`config.mk`:
```
export PLATFORM = sky130hd
export DESIGN_NAME = lsalign
export DESIGN_NICKNAME = d
export VERILOG_FILES = /design/src/rtl/lsalign.sv
export SDC_FILE = /design/constraint.sdc
export NUM_CORES = 1
export LEC_CHECK = 0
export BUFFER_PORTS_ARGS = -buffer_cell sky130_fd_sc_hd__buf_2
export CAP_MARGIN = 20
export CORE_MARGIN = 2
export CORE_UTILIZATION = 33
export DETAILED_ROUTE_END_ITERATION = 8
export GPL_ROUTABILITY_DRIVEN = 0
export GPL_TIMING_DRIVEN = 0
export PLACE_DENSITY = 0.92
export SLEW_MARGIN = 30
export SYNTH_ARGS = -nofsm -noshare
export SYNTH_HDL_FRONTEND = slang
export SYNTH_SLANG_ARGS = --single-unit
```
`constraint.sdc`:
```
create_clock -name vclk -period 2.4
set_input_delay 0.48 -clock vclk [all_inputs]
set_output_delay 0.48 -clock vclk [all_outputs]
set_load 0.05 [all_outputs]
```
`src/rtl/lsalign.sv`:
```
module lsalign #(
  parameter int DW = 16
) (
  input  logic          mem_en,
  input  logic          wr,
  input  logic          size_word,
  input  logic          addr_lsb,
  input  logic [DW-1:0] mdr_rd,
  input  logic [DW-1:0] src_data,
  output logic [DW-1:0] load_out,
  output logic [DW-1:0] store_data,
  output logic          we_hi,
  output logic          we_lo,
  output logic          misalign
);
  localparam int HW = DW / 2;

  logic [HW-1:0] sel_byte;
  logic          wr_go;

  assign sel_byte   = addr_lsb ? mdr_rd[DW-1:HW] : mdr_rd[HW-1:0];
  assign load_out   = size_word ? mdr_rd : {{HW{sel_byte[HW-1]}}, sel_byte};

  assign store_data = addr_lsb ? {src_data[HW-1:0], src_data[HW-1:0]} : src_data;

  assign misalign   = mem_en & size_word & addr_lsb;
  assign wr_go      = mem_en & wr & ~misalign;
  assign we_lo      = wr_go & ~addr_lsb;
  assign we_hi      = wr_go & (size_word | addr_lsb);
endmodule

```
==> results.sh, run 1 <==
export IMPL_grt_pass1_vias=546
export IMPL_max_stage_delay_ns=0.51
export IMPL_critPathMaxFanout=7
export IMPL_worst_path_max_delay_cell="mux2i_1"
export IMPL_worst_path_buf_inv=2
export IMPL_synth_top_area_cell="mux2_4"
export IMPL_final_antenna_net_count=0
export IMPL_postSynthAreaPerCell_um2=8.98
export IMPL_clock_buffers=0
export IMPL_numPortBuffers=71
export IMPL_hpwl_mm=1.43
export IMPL_critPathLaunchType="primary input"
export IMPL_track_usage_pct=18.5
export IMPL_fin_crit_sh_pct=83.8
export IMPL_pwr_share_comb_pct=100.0
export IMPL_holdPathStages=4
export IMPL_clock_power_share_pct=0
export IMPL_grt_pass1_wl_mm=2.12
export IMPL_slew_viol_final=0
export IMPL_yosysSeqAreaShare_pct=0
export IMPL_drive_gt1_share_pct=81.8
export IMPL_detail_route_first_pass_iterations=2
export IMPL_finalSetupTns_ns=0
export IMPL_die_x_um=40.9
export IMPL_total_power_w=0.000300
export IMPL_cts_setup_buffers=0
export IMPL_worstHoldStart="mdr_rd[10]"
export IMPL_worstSetupPathType="in -> out"
export IMPL_period_needed_ns=2.01
export IMPL_yosysUniqueCellTypes=11
export IMPL_regArea_um2=0
export IMPL_antenna_found_initial=0
export IMPL_maxSlewHeadroom_pct=62.2
export IMPL_netlist_area_um2=449
export IMPL_synth_top_area_share_pct=26.7
export IMPL_die_h_um=40.9
export IMPL_start_util_pct=35.0
export IMPL_synth_most_common_cell="buf_4"
export IMPL_crit_family="multiplexers"
export IMPL_drtIter0Drc=3
export IMPL_rsz0062_at_grt="no"
export IMPL_n_antenna_cell=0
export IMPL_routed_via_density=4.43
export IMPL_fill_cells=124
export IMPL_route_detailed_drc=0
export IMPL_hold_class="in -> out"
export IMPL_drv_cap=0
export IMPL_routed_wl_mm=1.55
export IMPL_cp_required_ns=1.92
export IMPL_coreArea_um2=1280
export IMPL_worstPathArrival_ns=1.53
export IMPL_overflow=0
export IMPL_cp_cell_sequence="buf_2 -> mux2i_1 -> mux2i_1 -> buf_2"
export IMPL_yosys_warnings=0
export IMPL_p_seq_share_pct=0
export IMPL_cts_resized=0
export IMPL_synth_nets=86
export IMPL_p_sw_w=0.000204
export IMPL_wire_per_inst_um=11.4
export IMPL_nets=159
export IMPL_seq_cells=0
export IMPL_critPathCaptureType="output port"
export IMPL_status="complete, no violations"
export IMPL_peakVddDrop_mv=0.181
export IMPL_boundaryPins=71
export IMPL_vias=602
export IMPL_grt_max_degree=11
export IMPL_rows=13
export IMPL_cts_hold_buffers=0
export IMPL_die_area_um2=1670
export IMPL_swShare_pct=68.0
export IMPL_power_internal_w=0.0000958
export IMPL_synthToLayoutAreaGrowth_pct=83.3
export IMPL_leakage_nw=0.546
export IMPL_synthTopCellsByCount="10 x buf_4, 9 x mux2_2, 8 x mux2_4, 8 x mux2i_1, 7 x inv_1"
export IMPL_synth_cells=50
export IMPL_final_hold_viol_count=0
export IMPL_ys_top_cells_by_area="mux2_4 27%, mux2_2 23%, mux2i_1 18%, buf_4 17%, inv_1 5.8%"
export IMPL_max_clock_freq_mhz=497
export IMPL_tightest_slew_ns=0.551
export IMPL_power_density_nw_per_um2=364
export IMPL_min_to="load_out[10]"
export IMPL_finalSetupViolations=0
cells in the final DEF, fill, tap and decap left out:
cell type / count
a21oi_1: 1
and3_1: 1
buf_2: 71
buf_4: 10
buf_6: 1
inv_1: 7
mux2_2: 9
mux2_4: 8
mux2i_1: 8
nand2_1: 1
nand2b_1: 2
nor2_1: 2
per-layer routing:
metal,global-route usage (%),wire [um],share of wire (%)
met5,0,0,0
met1,14.7,448,29
met3,0,100,6.5
met2,46.9,996,64
met4,0,0,0
cells by family (layout without fill, tap and decap cells):
family / Yosys count / in the layout / synth area share, %
AOI/OAI and AO/OA: 1 / 1 / 1.11
buffers and inverters: 18 / 89 / 25.1
muxes: 25 / 25 / 67.1
and+or+nand+nor: 6 / 6 / 6.69
cell type report:
class	count	area, um2	share of cell area (%)
inverter	7	26.3	3.19
buffer	11	86.3	10.5
timing repair buffer	71	355	43.2
multi-input combinational	32	337	40.9
tap	15	18.8	2.28
power groups by stage:
stage,Sequential (W),Clock [W],Combinational (W)
after detailed placement,0,0,0.000302
after floorplan,0,0,0.000226
after global routing,0,0,0.000316
after global placement,0,0,0.000296
after CTS,0,0,0.000302
final,0,0,0.000300
how the worst max path moves through the flow:
stage / to / slack, ns / depth (start not counted) / start
final: load_out[14] / 0.39 / 4 / addr_lsb
after global routing: load_out[14] / 0.21 / 4 / addr_lsb
after CTS: load_out[14] / 0.35 / 4 / addr_lsb
after detailed placement: load_out[14] / 0.33 / 4 / addr_lsb
after global placement: load_out[14] / 0.46 / 4 / addr_lsb
after floorplan: we_hi / 0.39 / 3 / size_word
per-stage QoR:
step                      instance area [um2]  hold WS, ns  cells  utilization (%)  worst slack, ns
after floorplan                           449         1.13     50                -            0.388
after global placement                    823         1.36    136             64.1            0.459
after detailed placement                  823         1.37    136             64.1            0.328
after CTS                                 823         1.37    136             64.1            0.349
after global routing                      823         1.39    136             64.1            0.209
final                                     823         1.37    136             64.1            0.390
(Power assumes the default switching activity.)
==> run 2: changes to the inputs <==
Settings changed: ABC_AREA set to 1, CORE_UTILIZATION 33 to 25, PLACE_DENSITY 0.92 to 0.83.
Clock period 2.4 ns to 1.8 ns, I/O delays scaled along.
==> run 2 against run 1 <==
  * Sequential cell count did not move
  * Combinational power rose by 28%
  * Core utilization fell by 12 points
  * Final area fell by 8.5%
  * Wire length rose by 3.8%
  * Total power rose by 28%
  * Synthesized cell count rose by 72%
  * Die area rose by 9.9%
  * Cell count rose by 27%
  * Non-clock buffer count fell by 1
  * Critical path depth rose by 1
  * Critical path type unchanged
  * Largest cell class unchanged
  * Highest routed layer unchanged
==> results.sh, run 2 <==
export IMPL_postLayoutCellArea_um2=753
export IMPL_power_density_nw_per_um2=510
export IMPL_path_depth=5
export IMPL_routed_via_density=4.45
export IMPL_tightest_slew_ns=0.306
export IMPL_routed_wl_mm=1.60
export IMPL_die_area_um2=1840
export IMPL_met3_usage_pct=3.40
export IMPL_max_stage_delay_ns=0.27
export IMPL_worstSetupPathType="in -> out"
export IMPL_clock_buffers=0
export IMPL_synth_most_common_cell="nand2_1"
export IMPL_synthTopCellsByCount="58 x nand2_1, 9 x buf_4, 9 x nand3_1"
export IMPL_mostFrequentLayoutCell="buf_2"
export IMPL_synth_nets=122
export IMPL_final_cell_mix="72 x buf_2, 58 x nand2_1, 9 x buf_4, 9 x nand3_1, 4 x nor2_1"
export IMPL_period_needed_ns=1.59
export IMPL_hold_class="in -> out"
export IMPL_route_detailed_drc=0
export IMPL_critPathLaunchType="primary input"
export IMPL_cp_endpoint="load_out[8]"
export IMPL_synthToLayoutAreaGrowth_pct=99.3
export IMPL_final_hold_viol_count=0
export IMPL_nets=195
export IMPL_met2_usage_pct=31.5
export IMPL_critPathMaxFanout=8
export IMPL_cp_required_ns=1.44
export IMPL_overflow=0
export IMPL_dp_slack_ns=0.204
export IMPL_drtIter0Drc=6
export IMPL_yosysSeqAreaShare_pct=0
export IMPL_die_h_um=42.9
export IMPL_status="complete, no violations"
export IMPL_synth_top_area_cell="nand2_1"
export IMPL_postSynthAreaPerCell_um2=4.39
export IMPL_antenna_found_initial=0
export IMPL_fill_cells=174
export IMPL_startpoint="addr_lsb"
export IMPL_grt_pass1_vias=607
export IMPL_setup_ws_ns=0.214
export IMPL_crit_family="simple AND/OR/NAND/NOR gates"
export IMPL_cts_setup_buffers=0
export IMPL_drv_cap=0
export IMPL_grt_busiest_layer="met2"
export IMPL_numPortBuffers=71
export IMPL_vias=770
export IMPL_hpwl_mm=1.41
export IMPL_max_clock_freq_mhz=630
export IMPL_seq_cells=0
export IMPL_final_antenna_net_count=0
export IMPL_finalSetupViolations=0
export IMPL_grt_use_met1_pct=18.5
export IMPL_cts_hold_buffers=0
export IMPL_yosys_warnings=0
export IMPL_synth_cells=86
export IMPL_netlist_area_um2=378
export IMPL_maxSlewHeadroom_pct=79.6
export IMPL_regArea_um2=0
export IMPL_drive_gt1_share_pct=52.9
export IMPL_fin_crit_sh_pct=88.1
export IMPL_detail_route_first_pass_iterations=3
export IMPL_boundaryPins=71
export IMPL_wire_per_inst_um=9.27
export IMPL_rows=14
export IMPL_critPathCaptureType="output port"
export IMPL_rsz0062_at_grt="no"
export IMPL_leakage_nw=0.558
export IMPL_grt_pass1_wl_mm=2.41
export IMPL_utilization_pct=51.8
export IMPL_total_power_w=0.000384
export IMPL_worst_path_buf_inv=2
export IMPL_cts_resized=0
export IMPL_worst_path_max_delay_cell="buf_2"
export IMPL_yosysUniqueCellTypes=9
export IMPL_start_util_pct=26.0
export IMPL_path_common_cell="buf_2"
export IMPL_coreArea_um2=1450
export IMPL_finalSetupTns_ns=0
export IMPL_die_x_um=42.9
export IMPL_synth_top_area_share_pct=57.6
export IMPL_grt_max_degree=11
export IMPL_worstPathArrival_ns=1.23
export IMPL_ys_top_cells_by_area="nand2_1 58%, buf_4 18%, nand3_1 12%, nor2_1 4.0%, nor2_4 3.0%"
export IMPL_slew_viol_final=0
export IMPL_track_usage_pct=16.1
export IMPL_placed_area_um2=753
export IMPL_peakVddDrop_mv=0.187
export IMPL_cp_cell_sequence="buf_2 -> nor2_1 -> nand2_1 -> nand3_1 -> buf_2"
export IMPL_n_antenna_cell=0
run 2: logic make-up after synthesis:
family / after synthesis / synth area share [%]
AOI/OAI and AO/OA: 1 / 1.32
and+or+nand+nor: 72 / 76.5
buffers and inverters: 13 / 22.2
run 2: cell type report:
class | instances | area (um2) | share of cell area (%)
Buffer | 10 | 72.6 | 9.63
Inverter | 3 | 11.3 | 1.50
Multi-Input combinational cell | 73 | 294 | 39.0
Tap cell | 16 | 20.0 | 2.66
Timing Repair Buffer | 71 | 355 | 47.2
run 2: tightest hold or removal path: cells and delay by family:
kind          cells  cell delay, ns
simple gates      2            0.09
buf+inv           2            0.29
run 2: layer usage:
| layer | share of wire [%] | vias up | routed length, um |
|---|---|---|---|
| met2 | 47 | 49 | 761 |
| li1 | - | 403 | - |
| met5 | 0 | - | 0 |
| met1 | 37 | 318 | 601 |
| met4 | 0 | 0 | 0 |
| met3 | 15 | 0 | 240 |
run 2: how the worst min path moves through the flow:
stage,start,endpoint,slack (ns),cells after the start
after floorplan,src_data[0],store_data[0],0.89,1
after global placement,mem_en,misalign,1.09,4
after detailed placement,src_data[15],store_data[15],1.11,4
after CTS,src_data[15],store_data[15],1.10,4
after global routing,mdr_rd[6],load_out[6],1.12,4
final,src_data[15],store_data[15],1.10,4
run 2: where the power goes:
group / switching [W] / leakage, nW / total (W) / internal, W
Clock: 0 / 0 / 0 / 0
Sequential: 0 / 0 / 0 / 0
Combinational: 0.000283 / 0.558 / 0.000384 / 0.000100
run 2: per-stage QoR:
step	cells	hold WS (ns)
after global placement	173	1.09
final	173	1.10
after detailed placement	173	1.11
after CTS	173	1.10
after global routing	173	1.12
after floorplan	86	0.887
